[src/rtl/mcr_pkg.sv]
// Package: shared slot numbers and fixed words for the configuration register slave.
// Assumes 32-bit data words and a five-bit slot index.
package mcr_pkg;
    localparam int IDX_W   = 5;
    localparam int IDX_LO  = 2;
    localparam int SLOTS   = 1 << IDX_W;
    localparam int BYTE_W  = 8;

    localparam logic [IDX_W-1:0] SLOT_ID     = 5'd0;
    localparam logic [IDX_W-1:0] SLOT_REV    = 5'd1;
    localparam logic [IDX_W-1:0] SLOT_CFG    = 5'd2;
    localparam logic [IDX_W-1:0] SLOT_GPEN   = 5'd3;
    localparam logic [IDX_W-1:0] SLOT_GPOUT  = 5'd4;
    localparam logic [IDX_W-1:0] SLOT_GPIN   = 5'd5;

    localparam logic [31:0] ID_WORD  = 32'h4001_0000;
    localparam logic [31:0] REV_WORD = 32'h0000_0001;

    typedef logic [IDX_W-1:0] slot_t;
endpackage

[src/rtl/mcr_decode.sv]
// Module: mcr_decode
// Turns a byte offset into a slot index and a one-hot write-select vector.
// Assumes only offset bits [IDX_LO+IDX_W-1:IDX_LO] take part in the decode.
module mcr_decode
    import mcr_pkg::*;
#(
    parameter int ADDR_W = 11
) (
    input  logic [ADDR_W-1:0] offset,
    input  logic              wr_en,
    output slot_t             idx,
    output logic [SLOTS-1:0]  wr_hit
);
    localparam int IDX_HI = IDX_LO + IDX_W - 1;

    logic unused_offset_bits;

    // Slice the slot index out of the offset
    assign idx = offset[IDX_HI:IDX_LO];
    // Fold the bits that take no part in the decode
    assign unused_offset_bits = ^{offset[ADDR_W-1:IDX_HI+1], offset[IDX_LO-1:0]};

    // One write strobe per slot
    for (genvar s = 0; s < SLOTS; s++) begin : g_hit
        assign wr_hit[s] = wr_en && (idx == slot_t'(s));
    end
endmodule

[src/rtl/mcr_regs.sv]
// Module: mcr_regs
// Holds the RAM configuration and GPIO enable bytes and generates the change flag
// and the GPIO output strobe. Assumes at most one write per cycle.
module mcr_regs
    import mcr_pkg::*;
(
    input  logic              clk,
    input  logic              rst_n,
    input  logic              sel_cfg,
    input  logic              sel_gpen,
    input  logic              sel_gpout,
    input  logic [BYTE_W-1:0] wbyte,
    output logic [BYTE_W-1:0] cfg_q,
    output logic [BYTE_W-1:0] gpen_q,
    output logic              cfg_chg,
    output logic              gout_vld,
    output logic [BYTE_W-1:0] gout_byte
);
    // Configuration byte and its change flag
    always_ff @(posedge clk) begin
        if (!rst_n) begin
            cfg_q   <= '0;
            cfg_chg <= 1'b0;
        end else begin
            cfg_chg <= sel_cfg && (wbyte != cfg_q);
            if (sel_cfg) cfg_q <= wbyte;
        end
    end

    // GPIO direction enable byte
    always_ff @(posedge clk) begin
        if (!rst_n)        gpen_q <= '0;
        else if (sel_gpen) gpen_q <= wbyte;
    end

    // GPIO output strobe with its byte
    always_ff @(posedge clk) begin
        if (!rst_n) begin
            gout_vld  <= 1'b0;
            gout_byte <= '0;
        end else begin
            gout_vld <= sel_gpout;
            if (sel_gpout) gout_byte <= wbyte;
        end
    end
endmodule

[src/rtl/mcr_rdmux.sv]
// Module: mcr_rdmux
// Selects the read word for the addressed slot and registers it with a valid strobe.
// Assumes the data word is 32 bits with stored bytes in the top byte lane.
module mcr_rdmux
    import mcr_pkg::*;
#(
    parameter int DATA_W = 32
) (
    input  logic              clk,
    input  logic              rst_n,
    input  logic              rd_en,
    input  slot_t             idx,
    input  logic [BYTE_W-1:0] cfg_q,
    input  logic [BYTE_W-1:0] gpen_q,
    output logic              rd_valid,
    output logic [DATA_W-1:0] rd_data
);
    localparam int PAD_W = DATA_W - BYTE_W;

    logic [DATA_W-1:0] word_sel;

    // Choose the word for the current slot
    always_comb begin
        case (idx)
            SLOT_ID:   word_sel = DATA_W'(ID_WORD);
            SLOT_REV:  word_sel = DATA_W'(REV_WORD);
            SLOT_CFG:  word_sel = {cfg_q, {PAD_W{1'b0}}};
            SLOT_GPEN: word_sel = {gpen_q, {PAD_W{1'b0}}};
            default:   word_sel = '0;
        endcase
    end

    // Register the read word and its strobe
    always_ff @(posedge clk) begin
        if (!rst_n) begin
            rd_valid <= 1'b0;
            rd_data  <= '0;
        end else begin
            rd_valid <= rd_en;
            if (rd_en) rd_data <= word_sel;
        end
    end
endmodule

[src/rtl/mcr_cfg_regs.sv]
// Module: mcr_cfg_regs (top)
// Memory controller configuration register slave: decodes a byte offset into one
// of 32 word slots, stores top-byte fields and returns read data one cycle later.
// Assumes one request per cycle and full-word accesses.
module mcr_cfg_regs
    import mcr_pkg::*;
#(
    parameter int ADDR_W = 11,
    parameter int DATA_W = 32
) (
    input  logic              clk,
    input  logic              rst_n,
    input  logic              req_valid,
    input  logic              req_write,
    input  logic [ADDR_W-1:0] req_offset,
    input  logic [DATA_W-1:0] req_wdata,
    output logic              rd_valid,
    output logic [DATA_W-1:0] rd_data,
    output logic [BYTE_W-1:0] ram_cfg,
    output logic              ram_cfg_changed,
    output logic              gpio_out_valid,
    output logic [BYTE_W-1:0] gpio_out_byte
);
    slot_t             idx;
    logic [SLOTS-1:0]  wr_hit;
    logic [BYTE_W-1:0] wbyte;
    logic [BYTE_W-1:0] gpen_q;
    logic              wr_en;
    logic              rd_en;
    logic              unused_wdata_low;

    // Split the request into read and write enables
    assign wr_en = req_valid && req_write;
    assign rd_en = req_valid && !req_write;
    // Only the top byte lane carries stored data
    assign wbyte = req_wdata[DATA_W-1 -: BYTE_W];
    assign unused_wdata_low = ^req_wdata[DATA_W-BYTE_W-1:0];

    mcr_decode #(.ADDR_W(ADDR_W)) u_dec (
        .offset (req_offset),
        .wr_en  (wr_en),
        .idx    (idx),
        .wr_hit (wr_hit)
    );

    mcr_regs u_regs (
        .clk       (clk),
        .rst_n     (rst_n),
        .sel_cfg   (wr_hit[SLOT_CFG]),
        .sel_gpen  (wr_hit[SLOT_GPEN]),
        .sel_gpout (wr_hit[SLOT_GPOUT]),
        .wbyte     (wbyte),
        .cfg_q     (ram_cfg),
        .gpen_q    (gpen_q),
        .cfg_chg   (ram_cfg_changed),
        .gout_vld  (gpio_out_valid),
        .gout_byte (gpio_out_byte)
    );

    mcr_rdmux #(.DATA_W(DATA_W)) u_rd (
        .clk      (clk),
        .rst_n    (rst_n),
        .rd_en    (rd_en),
        .idx      (idx),
        .cfg_q    (ram_cfg),
        .gpen_q   (gpen_q),
        .rd_valid (rd_valid),
        .rd_data  (rd_data)
    );
endmodule

[config.mk]
export PLATFORM = sky130hd
export DESIGN_NAME = mcr_cfg_regs
export DESIGN_NICKNAME = d
export VERILOG_FILES = /design/src/rtl/mcr_pkg.sv /design/src/rtl/mcr_decode.sv /design/src/rtl/mcr_regs.sv /design/src/rtl/mcr_rdmux.sv /design/src/rtl/mcr_cfg_regs.sv
export SDC_FILE = /design/constraint.sdc
export NUM_CORES = 1
export LEC_CHECK = 0
export ABC_CLOCK_PERIOD_IN_PS = 1550
export BUFFER_PORTS_ARGS = -buffer_cell sky130_fd_sc_hd__buf_2
export CORE_MARGIN = 4
export CORE_UTILIZATION = 40
export DETAILED_ROUTE_END_ITERATION = 6
export PLACE_DENSITY = 0.8
export SYNTH_ARGS = -nofsm -noshare
export SYNTH_HDL_FRONTEND = slang
export SYNTH_SLANG_ARGS = --single-unit
[constraint.sdc]
create_clock -name clk -period 1.55 [get_ports clk]
set_clock_uncertainty 0.15 [all_clocks]
set_input_delay 0.0775 -clock clk [delete_from_list [all_inputs] [get_ports clk]]
set_output_delay 0.0775 -clock clk [all_outputs]
set_load 0.01 [all_outputs]
# Word-level counts from Yosys, hierarchy flattened
# Cells that the tools add are included.
# Widths: inputs -> output; s select.
totals:
  inputBits: 47
  latch_bits: 0
  n_memories: 0
  ff_bits: 59
  mem_bits_rw: 0
  romBits: 0
op_classes:
  reduce_logical: 8
  eq_ne: 5
  n_shift: 0
  n_mux: 1
  mul: 0
  n_div: 0
  n_bitwise: 0
  n_addsub: 0
  order_cmp: 0
op_table:
  columns: ["cell", "n"]
  rows:
  - ["$pmux 32 s4", 1]
  - ["$eq 5x2->1 const B", 2]
  - ["$ne 8x8->1", 1]
  - ["$logic_and 1x1->1", 6]
  - ["$eq 5x1->1 const B", 1]
  - ["$eq 5x3->1 const B", 1]
  - ["$logic_not 5->1", 1]
  - ["$logic_not 1->1", 1]

# Longest topological paths before layout
depth:
  ltp_word: 3
  mapped_depth: 4
  mapped_depth_nobuf: 3

# Cells and area by module
# Synthesis repeated with hierarchy kept, for this count alone.
unflattened:
  hier_cells: 218
  hier_area_um2: 1985.7
modules_own_cells:
  columns: ["mod", "seq_area_each_um2", "cells_each", "area_per_inst_um2", "instances"]
  rows:
  - ["mcr_regs", 520.5, 92, 1039.7, 1]
  - ["mcr_rdmux", 220.2, 72, 661.9, 1]
  - ["mcr_decode", 0.0, 52, 267.8, 1]
  - ["mcr_cfg_regs", 0.0, 2, 16.3, 1]

# Worst setup path after synthesis
# Ideal clock, no wire load.
synth_path:
  kind: "reg2reg"
  startpoint: "register u_regs.cfg_q[1]"
  endpoint: "register u_regs.cfg_chg"
  setup_time_ps: 134
  arrival_time_ps: 908
  setup_slack_ps: 358
  stages_incl_launch_ff: 4
  required_ps: 1266
  cell_sequence: "dfxtp_1 xor2_1 nor4_1 a211oi_2"
synth_between:
  elab_chain_cells: 2
synth_rtl:
  columns: ["element", "line_no", "rtl"]
  rows:
  - ["start: declaration", "mcr_regs.sv:13", "output logic [BYTE_W-1:0] cfg_q,"]
  - ["start signal: assignment", "mcr_regs.sv:26", "if (sel_cfg) cfg_q <= wbyte;"]
  - ["$ne 8x8->1", "mcr_regs.sv:25", "cfg_chg <= sel_cfg && (wbyte != cfg_q);"]
  - ["$logic_and 1x1->1", "mcr_regs.sv:25", null]
  - ["end signal: assignment", "mcr_regs.sv:25", null]
  - ["end: declaration", "mcr_regs.sv:15", "output logic cfg_chg,"]
# Every way passes these cells.
# A chain may end at the register's enable or synchronous reset.

# Worst setup path after layout
layout_path:
  startpoint: "input port req_offset[4]"
  endpoint: "register u_regs.gpen_q[0]"
layout_between:
  elab_chain_cells: 2
layout_rtl:
  columns: ["element", "line_no", "rtl"]
  rows:
  - ["start: declaration", "mcr_cfg_regs.sv:15", "input logic [ADDR_W-1:0] req_offset,"]
  - ["$eq 5x2->1", "mcr_decode.sv:25", "assign wr_hit[s] = wr_en && (idx == slot_t'(s));"]
  - ["$logic_and 1x1->1", "mcr_decode.sv:25", null]
  - ["end signal: assignment", "mcr_regs.sv:33", "else if (sel_gpen) gpen_q <= wbyte;"]
  - ["end: declaration", "mcr_regs.sv:14", "output logic [BYTE_W-1:0] gpen_q,"]
# Every way passes these cells.

==> results.sh <==
export IMPL_tns_ns=0
export IMPL_setup_slack_ns=0.06960
export IMPL_pre_cts_ws_ns=0.2177
export IMPL_ys_types=28
export IMPL_stdcell_count=281
export IMPL_insertion_delay_ns=0.29
export IMPL_antenna_found_initial=0
export IMPL_crit_fanout=8
export IMPL_path_clk_slew_ns=0.07
export IMPL_post_cts_buffers=0
export IMPL_crit_type="in -> reg"
export IMPL_wl_per_cell_um=13.25
export IMPL_synth_top_area_cell="dfxtp_1"
export IMPL_antennaDiodeCount=0
export IMPL_synth_top_area_share_pct=42.81
export IMPL_worstPathRequired_ns=1.61
export IMPL_dp_cells=264
export IMPL_peakVddDrop_mv=0.3755
export IMPL_drtAntennaViolNets=0
export IMPL_drtIter0Drc=48
export IMPL_hold_ws_ns=0.02247
export IMPL_grt_pass1_vias=1256
export IMPL_nNetsFinal=278
export IMPL_drv_slew=0
export IMPL_layout_min_cycle_time_ns=1.480
export IMPL_final_cell_mix="buf_2 (45), dfxtp_1 (37), nand2_1 (33), mux2i_1 (31), conb_1 (22)"
export IMPL_gp_congestion=0.7858
export IMPL_firstDrtPassIters=4
export IMPL_core_sq_mm=0.004086
export IMPL_power_density_mw_per_mm2=855.1
export IMPL_gr_total_overflow=0
export IMPL_die_y_um=73.77
export IMPL_p_leak_nw=1.058
export IMPL_cap_violations=0
export IMPL_ctsHtreeMaxLevel=2
export IMPL_vias=1321
export IMPL_ys_seq_area_share_pct=42.81
export IMPL_critPathMaxStageDelay_ns=0.52
export IMPL_rows=23
export IMPL_clock_sinks=37
export IMPL_crit_path_cell_trace="dlygate4sd3_1, buf_2, and2b_4, and3_4, mux2i_1"
export IMPL_fp_dieArea_sq_mm=0.005442
export IMPL_via_per_inst=4.701
export IMPL_synth_top_family_by_area="multiplexers"
export IMPL_cts_tree="built"
export IMPL_yosys_warnings=0
export IMPL_avgSynthCellArea_sq_um=9.945
export IMPL_syn_to_final_growth_pct=21.11
export IMPL_mostFrequentLayoutCell="buf_2"
export IMPL_grt_max_degree=33
export IMPL_synth_ff_latch_count=37
export IMPL_synth_simple_area_share_pct=15.26
export IMPL_fmax_ghz=0.6755
export IMPL_pin_count=98
export IMPL_synth_fa_ha_area_share_pct=0
export IMPL_die_w_um=73.77
export IMPL_syn_inst=174
export IMPL_grt_first_pass_wirelength_um=5871
export IMPL_critical_path_slowest_cell="dlygate4sd3_1"
export IMPL_crit_path_end_kind="register"
export IMPL_initial_core_util_pct=42.35
export IMPL_cts_made_buffers=5
export IMPL_drive_gt1_share_pct=26.84
export IMPL_synthTopCellsByArea="dfxtp_1 (43%), mux2i_1 (18%), buf_4 (9.5%)"
export IMPL_cp_buffers_inverters=2
export IMPL_period_share_pct=95.51
export IMPL_p_total_mw=1.792
export IMPL_drcViolationCount=0
export IMPL_syn_area_sq_mm=0.001730
export IMPL_place_hpwl_um=2769
export IMPL_synth_xor_area_share_pct=4.049
export IMPL_synth_compound_area_share_pct=6.291
export IMPL_nFillCells=384
export IMPL_rsz0062_at_grt="false"
export IMPL_cpLargestDelayFamily="buffers and inverters"
export IMPL_cp_arrival_ns=1.54
export IMPL_cp_start_kind="input pin"
export IMPL_clock_root_buffer="clkbuf_8"
export IMPL_post_cts_resize_count=0
export IMPL_status="finished, final reports clean"
export IMPL_portBuffers=45
export IMPL_routed_wl_um=3724
export IMPL_min_path_type="in -> reg"
export IMPL_grt_use_total_pct=14.14
export IMPL_setup_viol=0
export IMPL_hold_violations=0
export IMPL_cts_buffer_depth=2
export IMPL_synth_mux_area_fraction_pct=17.93
## per-stage QoR
step	util, %	instance area (sq um)
finish	51.29	2096
global route	51.29	2096
CTS	51.29	2096
detailed placement	46.72	1909
global placement	46.72	1909
floorplan	-	1809
## synth_stat cells
master      n
a211oi_2    1
a221oi_1    1
a22oi_1     1
a32o_1      1
a32oi_1     1
and2_0      1
and2b_4     1
and3_4      1
and4bb_4    1
buf_2       3
buf_4      22
buf_6       3
clkbuf_1    3
conb_1      1
dfxtp_1    37
inv_1       2
mux2i_1    31
nand2_1    33
nand2b_1    1
nand3_1     1
nand3_2     1
nand3b_1    1
nor2_1      7
nor3_1      1
nor4_1      2
nor4b_4     1
o2bb2ai_1   7
xor2_1      8
## worst register-to-register path, cell delays in order (launching register included)
cell and delay (ns):
dfxtp_1 0.34, xor2_1 0.17, nor4_1 0.33, buf_4 0.18, a211oi_2 0.06
## cells by family (layout without fill, tap and decap cells)
logic type                after synthesis  after routing
AOI/OAI and AO/OA                      12             12
other                                   1             22
buffers and inverters                  33             69
muxes                                  31             31
and+or+nand+nor                        52             52
xor gates and xnor gates                8              8
DFF                                    37             37
## state kept, by name, indices dropped and copies added (netlist names)
name / count
u_rd.rd_data: 10
u_regs.cfg_chg: 1
u_regs.gpen_q: 8
u_regs.cfg_q: 8
u_regs.gout_vld: 1
u_regs.gout_byte: 8
u_rd.rd_valid: 1
## power by group
part           switching, mW  internal, mW  total, mW
clock network          0.321         0.353      0.673
logic                 0.0981        0.0640      0.162
registers            0.00224         0.955      0.957
## final cells by class
type / count / area (sq um) / share of cell area (%)
well taps: 50 / 62.56 / 2.985
inverters: 2 / 7.507 / 0.3582
clock buffers: 7 / 86.33 / 4.119
multi-input cells: 125 / 835.8 / 39.88
repair buffers: 60 / 362.8 / 17.31
flip-flops and latches: 37 / 740.7 / 35.34
## per-layer routing
metal  vias up  global-route usage, %  part of all wire (%)
met1       614                  17.35                    43
met4         0                  4.225                  0.67
met5         -                      0                     0
met3         5                  4.241                   7.1
li1        654                      -                     -
met2        48                  23.72                    49
## path summary, 6_finish.rpt
check | slack (ns) | from | endpoint | cells after the start
setup / recovery | 0.07 | req_offset[4] | u_regs.gpen_q[0]$_SDFFE_PN0P_ | 5
setup reg to reg | 0.21 | u_regs.cfg_q[1]$_SDFFE_PN0P_ | u_regs.cfg_chg$_SDFF_PN0_ | 4
hold / removal | 0.02 | rst_n | u_rd.rd_data[16]$_SDFFE_PN0P_ | 3
hold reg to reg | 0.31 | u_regs.gpen_q[1]$_SDFFE_PN0P_ | u_regs.gpen_q[1]$_SDFFE_PN0P_ | 2
## what timing repair did
| action | 4_1_cts | 5_1_grt |
|---|---|---|
| hold endpoints to repair | 26 | 0 |
| endpoints found under the setup margin | 0 | 0 |
| hold buffers | 10 | 0 |
(Power assumes the default switching activity.)
